### config.mk
export PLATFORM = sky130hd
export DESIGN_NAME = irq_status_pair
export DESIGN_NICKNAME = d
export VERILOG_FILES = /design/src/rtl/irq_pair_pkg.sv /design/src/rtl/irq_bit_cell.sv /design/src/rtl/irq_bus_decode.sv /design/src/rtl/irq_status_pair.sv
export SDC_FILE = /design/constraint.sdc
export NUM_CORES = 1
export LEC_CHECK = 0
export ABC_AREA = 1
export BUFFER_PORTS_ARGS = -buffer_cell sky130_fd_sc_hd__buf_2
export CAP_MARGIN = 20
export CELL_PAD_IN_SITES_DETAIL_PLACEMENT = 1
export CELL_PAD_IN_SITES_GLOBAL_PLACEMENT = 1
export CORE_MARGIN = 4
export CORE_UTILIZATION = 29
export CTS_BUF_LIST = sky130_fd_sc_hd__clkbuf_8 sky130_fd_sc_hd__clkbuf_16
export DETAILED_ROUTE_END_ITERATION = 8
export PLACE_DENSITY_LB_ADDON = 0.12
export SETUP_SLACK_MARGIN = 0.1
export SYNTH_ARGS = -nofsm -noshare
export SYNTH_HDL_FRONTEND = slang
export SYNTH_HIERARCHICAL = 1
export SYNTH_SLANG_ARGS = --single-unit
### constraint.sdc
create_clock -name clk -period 1.1 [get_ports clk]
set_clock_uncertainty 0.05 [all_clocks]
set_input_delay 0.055 -clock clk [delete_from_list [all_inputs] [get_ports clk]]
set_output_delay 0.055 -clock clk [all_outputs]
set_load 0.01 [all_outputs]
### src/rtl/irq_pair_pkg.sv
package irq_pair_pkg;
    localparam int SRC_N  = 5;
    localparam int DATA_W = 8;
    localparam int LOW_W  = DATA_W - SRC_N;

    // source index inside the event vector; status bit = LOW_W + index
    localparam int IDX_GAP      = 0;
    localparam int IDX_RX_OVER  = 1;
    localparam int IDX_TX_UNDER = 2;
    localparam int IDX_RX_DONE  = 3;
    localparam int IDX_TX_DONE  = 4;

    typedef struct packed {
        logic st;
        logic en;
    } cell_t;
endpackage

### src/rtl/irq_bit_cell.sv
module irq_bit_cell
    import irq_pair_pkg::*;
(
    input  logic clk,
    input  logic rst_n,
    input  logic event_i,
    input  logic clr_i,
    input  logic en_we_i,
    input  logic en_wd_i,
    output logic st_o,
    output logic en_o
);
    cell_t cell_d, cell_q;

    always_comb begin
        cell_d = cell_q;
        if (clr_i)    cell_d.st = 1'b0;
        if (event_i)  cell_d.st = 1'b1;   // event wins over a clear
        if (en_we_i)  cell_d.en = en_wd_i;
    end

    always_ff @(posedge clk) begin
        if (!rst_n) cell_q <= '0;
        else        cell_q <= cell_d;
    end

    assign st_o = cell_q.st;
    assign en_o = cell_q.en;

    AST_EVENT_SETS: assert property (@(posedge clk) disable iff (!rst_n)
        event_i |=> st_o);
    AST_EVENT_BEATS_CLEAR: assert property (@(posedge clk) disable iff (!rst_n)
        (event_i && clr_i) |=> st_o);
    AST_CLEAR_ONE: assert property (@(posedge clk) disable iff (!rst_n)
        (clr_i && !event_i) |=> !st_o);
    AST_STATUS_HOLDS: assert property (@(posedge clk) disable iff (!rst_n)
        (!clr_i && !event_i) |=> $stable(st_o));
    AST_ENABLE_LOADS: assert property (@(posedge clk) disable iff (!rst_n)
        en_we_i |=> (en_o == $past(en_wd_i)));
    AST_ENABLE_HOLDS: assert property (@(posedge clk) disable iff (!rst_n)
        !en_we_i |=> $stable(en_o));
endmodule

### src/rtl/irq_bus_decode.sv
module irq_bus_decode
    import irq_pair_pkg::*;
#(
    parameter int ADDR_W    = 5,
    parameter int STAT_ADDR = 12,
    parameter int EN_ADDR   = 13
) (
    input  logic              clk,
    input  logic              rst_n,
    input  logic              wr_i,
    input  logic [ADDR_W-1:0] addr_i,
    input  logic [DATA_W-1:0] wdata_i,
    input  logic [SRC_N-1:0]  st_i,
    input  logic [SRC_N-1:0]  en_i,
    output logic [SRC_N-1:0]  clr_o,
    output logic              en_we_o,
    output logic [SRC_N-1:0]  en_wd_o,
    output logic [DATA_W-1:0] rdata_o
);
    localparam logic [ADDR_W-1:0] A_STAT = ADDR_W'(STAT_ADDR);
    localparam logic [ADDR_W-1:0] A_EN   = ADDR_W'(EN_ADDR);
    localparam logic [LOW_W-1:0]  ONES   = '1;

    logic hit_st, hit_en;

    always_comb begin
        hit_st  = (addr_i == A_STAT);
        hit_en  = (addr_i == A_EN);
        clr_o   = (wr_i && hit_st) ? wdata_i[DATA_W-1:LOW_W] : '0;
        en_we_o = wr_i && hit_en;
        en_wd_o = wdata_i[DATA_W-1:LOW_W];
        if (hit_st)      rdata_o = {st_i, ONES};
        else if (hit_en) rdata_o = {en_i, ONES};
        else             rdata_o = '0;
    end

    AST_LOW_BITS_ONE: assert property (@(posedge clk) disable iff (!rst_n)
        (addr_i == A_STAT || addr_i == A_EN) |-> (rdata_o[LOW_W-1:0] == ONES));
    AST_OTHER_READ_ZERO: assert property (@(posedge clk) disable iff (!rst_n)
        (addr_i != A_STAT && addr_i != A_EN) |-> (rdata_o == '0));
endmodule

### src/rtl/irq_status_pair.sv
module irq_status_pair
    import irq_pair_pkg::*;
#(
    parameter int ADDR_W    = 5,
    parameter int STAT_ADDR = 12,
    parameter int EN_ADDR   = 13
) (
    input  logic              clk,
    input  logic              rst_n,
    input  logic              bus_wr_i,
    input  logic [ADDR_W-1:0] bus_addr_i,
    input  logic [7:0]        bus_wdata_i,
    output logic [7:0]        bus_rdata_o,
    input  logic              ev_tx_done_i,
    input  logic              tx_done_req_i,
    input  logic              ev_rx_done_i,
    input  logic              ev_tx_under_i,
    input  logic              ev_rx_over_i,
    input  logic              ev_gap_i,
    output logic              irq_o
);
    logic [SRC_N-1:0] evt, clr, st, en, en_wd;
    logic             en_we;

    always_comb begin
        evt               = '0;
        evt[IDX_TX_DONE]  = ev_tx_done_i && tx_done_req_i;
        evt[IDX_RX_DONE]  = ev_rx_done_i;
        evt[IDX_TX_UNDER] = ev_tx_under_i;
        evt[IDX_RX_OVER]  = ev_rx_over_i;
        evt[IDX_GAP]      = ev_gap_i;
    end

    irq_bus_decode #(
        .ADDR_W(ADDR_W), .STAT_ADDR(STAT_ADDR), .EN_ADDR(EN_ADDR)
    ) u_dec (
        .clk(clk), .rst_n(rst_n),
        .wr_i(bus_wr_i), .addr_i(bus_addr_i), .wdata_i(bus_wdata_i),
        .st_i(st), .en_i(en),
        .clr_o(clr), .en_we_o(en_we), .en_wd_o(en_wd), .rdata_o(bus_rdata_o)
    );

    for (genvar g = 0; g < SRC_N; g++) begin : g_cell
        irq_bit_cell u_cell (
            .clk(clk), .rst_n(rst_n),
            .event_i(evt[g]), .clr_i(clr[g]),
            .en_we_i(en_we), .en_wd_i(en_wd[g]),
            .st_o(st[g]), .en_o(en[g])
        );
    end

    assign irq_o = |(st & en);

    AST_TXDONE_NEEDS_REQ: assert property (@(posedge clk) disable iff (!rst_n)
        (!st[IDX_TX_DONE] && ev_tx_done_i && !tx_done_req_i) |=> !st[IDX_TX_DONE]);
    AST_IRQ_NEEDS_ENABLE: assert property (@(posedge clk) disable iff (!rst_n)
        (en == '0) |-> !irq_o);
    AST_IRQ_NEEDS_STATUS: assert property (@(posedge clk) disable iff (!rst_n)
        (st == '0) |-> !irq_o);
endmodule

==> out/summary.log <==
[clock_network] buffer cell driving the clock tree root sky130_fd_sc_hd__clkbuf_8
[detailed_routing] sum of routed wire length over all layers 1.72 mm
[clock_network] deepest level of the CTS H-tree 1
[critical_path] startpoint kind of the worst setup timing path flop
[placed_design] estimated wirelength of the detail-placed design 1.38 mm
[status] status completed
[floorplan] starting density of the core 30.6%
[placed_design] post-place instance area 828 sq um
[detailed_routing] number of iterations in the first detailed-routing pass 2
[power] worst-case vdd ir drop 0.553 mV
[synth] asr flop ratio synth 0%
[finish] Antenna Cells 0
[floorplan] standard-cell row count 17
[synth] synthesis-stage register bit count 10
[timing] remaining max-slew budget at the tightest pin 80.3%
[global_route] total track usage 11.8%
[synth] net count after synthesis 131
[finish] fraction of final layout cells with drive strength greater than 1 39.4%
[floorplan] total die area 3200 sq um
[synth] area share of the leading cell type in the synthesized netlist 29.3%
[synth] largest area contributor in the synthesized netlist sky130_fd_sc_hd__dfxtp_1
[global_route] wire length of the first global-routing pass 2.95 mm
[power] fraction of power spent switching nets 24.3%
[timing] number of failing setup endpoints in the final timing report 0
[synth] most instantiated flip-flop cell in the synthesis netlist sky130_fd_sc_hd__dfxtp_1
[power] internal power 682 uW
[synth] Post-Synthesis Mean Instance Area 6.28 sq um
[critical_path] list of cells traversed by the critical path nand2_1 > nand2_1 > nor2_1 > nand2_1 > buf_2
[detailed_routing] Initial DRC Count 2
[timing] number of hold-slack violations in the final timing report 0
[power] share of total power in combinational logic 14.5%
[critical_path] CP endpoint kind output port
[global_route] Remaining Overflow, GRT 0
[clock_network] worst skew pair latency 0.24 ns
[timing] Fmax achieved 959 MHz
[synth] top post-synthesis cells by count sky130_fd_sc_hd__inv_1 (29), sky130_fd_sc_hd__nand2_1 (19), sky130_fd_sc_hd__nor2_1 (16)
[clock_network] number of CTS-inserted buffers 3
[timing] Tightest Pin Transition 0.293 ns
[power] power per standard cell area 1010 nW/um^2
[floorplan] CORE AREA 2230 sq um
[critical_path] delay of the slowest cell on the worst path 0.32 ns
[synth] cell types occupying the most area after synthesis sky130_fd_sc_hd__dfxtp_1 (29%), sky130_fd_sc_hd__inv_1 (16%), sky130_fd_sc_hd__nand2_1 (10%), sky130_fd_sc_hd__nor2_1 (8.8%), sky130_fd_sc_hd__buf_4 (7.7%)
[timing] final worst slack 0.0571 ns
[timing] setup repair after global routing missed its margin true
[global_route] number of antenna violations at the first check in global routing 0
[power] net switching power figure 219 uW
[timing] setup tns final 0 ns
[min_path] HP Class in -> reg
[timing] clock period minus final worst setup slack 1.04 ns
[synth] post-synthesis cell area 684 sq um
[critical_path] crit path max fanout 3
[floorplan] x dimension of the die 56.6 microns
[synth] yosys warns 6
[finish] relative area change from synthesis to final layout 30.2%
[global_route] number of global-route vias before repair 702
[global_route] pin count of the biggest net entering global routing 11
[detailed_routing] DRC violation count after routing 0
[critical_path] Req. time, crit path 1.00 ns
[synth] dominant cell by count in the synthesized netlist sky130_fd_sc_hd__inv_1
[timing] final worst path period share 94.8%
[clock_network] Clock Tree Buf Depth 2
[critical_path] critical path arrival 0.94 ns
[floorplan] DIE HEIGHT 56.6 microns
[clock_network] clock slew seen by the registers of the worst setup and hold paths 0.05 ns
[critical_path] cell repeated most along the worst path sky130_fd_sc_hd__nand2_1
[critical_path] cell family with the largest share of critical-path delay flip-flops
[power] static leakage 0.513 nW
[timing] count of pins over their slew limit 0
[finish] number of cells in the finished layout apart from fillers 165
[placed_design] quantity of I/O buffers inserted on ports 27
[synth] Mapped Cells 109
[finish] Final Cell Area 891 sq um
[run] Maximum Capacitance Violations 0
[synth] sequential-to-total area share from yosys stat 29.3%
[placed_design] post-placement setup slack 0.0724 ns
[clock_network] # Post-CTS Setup Buffers 0
[detailed_routing] vias per inst 4.27
[finish] number of nets at the end of the flow 161
[synth] Yosys cell types 14
[critical_path] critical path type reg -> out
[critical_path] Bufs and invs on worst path 1
[clock_network] number of clock sinks seen by CTS 10
[power] proportion of power drawn by the clock network 41.9%
[detailed_routing] number of vias after detailed routing 705
[power] part of the power in registers 43.7%
[detailed_routing] count of nets left with antenna violations after detail routing 0
[placed_design] number of cells after detailed placement 161
[detailed_routing] wire length per cell 10.4 microns
[synth] number of enable-type register cells in the synthesized netlist 0
[clock_network] clock tree from TritonCTS built
[critical_path] slowest cell on the critical path sky130_fd_sc_hd__dfxtp_2
[floorplan] I/O pin count 31
[placed_design] routability-driven placement congestion ratio 0.760
[power] total design power 901 uW
[power by group through the flow]
stage          clock [mW]  sequential [mW]  combinational [mW]
3_5_place_dp            0            0.398               0.130
6_report            0.377            0.394               0.130
3_3_place_gp            0            0.397               0.126
2_1_floorplan           0            0.394              0.0783
4_1_cts             0.399            0.392               0.133
5_1_grt             0.409            0.396               0.147
[path summary, 6_finish.rpt]
kind | slack [ns] | start | depth (start not counted) | end
setup / recovery | 0.06 | g_cell[1].u_cell/en_o$_SDFFE_PN0P_ | 5 | irq_o
setup reg to reg | 0.44 | g_cell[1].u_cell/en_o$_SDFFE_PN0P_ | 2 | g_cell[1].u_cell/en_o$_SDFFE_PN0P_
hold reg to reg | 0.42 | g_cell[2].u_cell/st_o$_SDFFE_PN0P_ | 2 | g_cell[2].u_cell/st_o$_SDFFE_PN0P_
hold / removal | 0.005 | bus_wdata_i[7] | 3 | g_cell[4].u_cell/en_o$_SDFFE_PN0P_
[repair_timing]
action | CTS | global route
hold endpoints to repair | 1 | 0
pin swaps | 0 | 1
gates resized for setup | 1 | 8
hold buffers | 1 | 0
setup endpoints to repair | 1 | 6
[flip-flops by register name, indices dropped and copies added, names as in the netlist]
signal	cells
g_cell.u_cell/en_o	5
g_cell.u_cell/st_o	5
[metal layers]
metal / GRT usage, % / wire [microns] / vias up / part of all wire (%)
met5: 0 / 0 / - / 0
met3: 2.53 / 117 / 4 / 6.8
met2: 19.8 / 807 / 22 / 47
li1: - / - / 371 / -
met1: 13.4 / 764 / 308 / 44
met4: 7.12 / 28 / 0 / 1.6
[stage by stage]
stage	util, %	hold slack (ns)
floorplan	-	0.125
global placement	37.1	0.242
detailed placement	37.1	0.249
CTS	39.4	0.00105
global route	39.9	0.00948
finish	39.9	0.00499
[cell families (layout without fill, tap and decap cells)]
family	count (synthesis)	count (layout)	synth area share, %
simple gates	52	52	35.5
buf+inv	37	65	25.2
compound gates	10	10	10.1
flops	10	10	29.3
[worst reg2reg max path: stages (launching register included)]
cell and delay [ns]:
sky130_fd_sc_hd__dfxtp_2 0.32, sky130_fd_sc_hd__o21ai_1 0.13, sky130_fd_sc_hd__nor2_1 0.05
[layout by cell type (no fill, tap or decap), drive strengths merged]
| cell type | count |
|---|---|
| a21oi | 5 |
| and3 | 1 |
| buf | 32 |
| clkbuf | 3 |
| dfxtp | 10 |
| dlygate4sd3 | 1 |
| inv | 29 |
| nand2 | 20 |
| nand3 | 11 |
| nor2 | 19 |
| nor3 | 1 |
| o21ai | 5 |
[final cells by class]
class	instances	area, sq um
Multi-Input combinational cell	62	312
Clock buffer	3	41.3
Tap cell	28	35.0
Fill cell	314	1340
Sequential cell	10	211
Inverter	29	109
Timing Repair Buffer	33	183
Power figures use the tool's default switching activity.
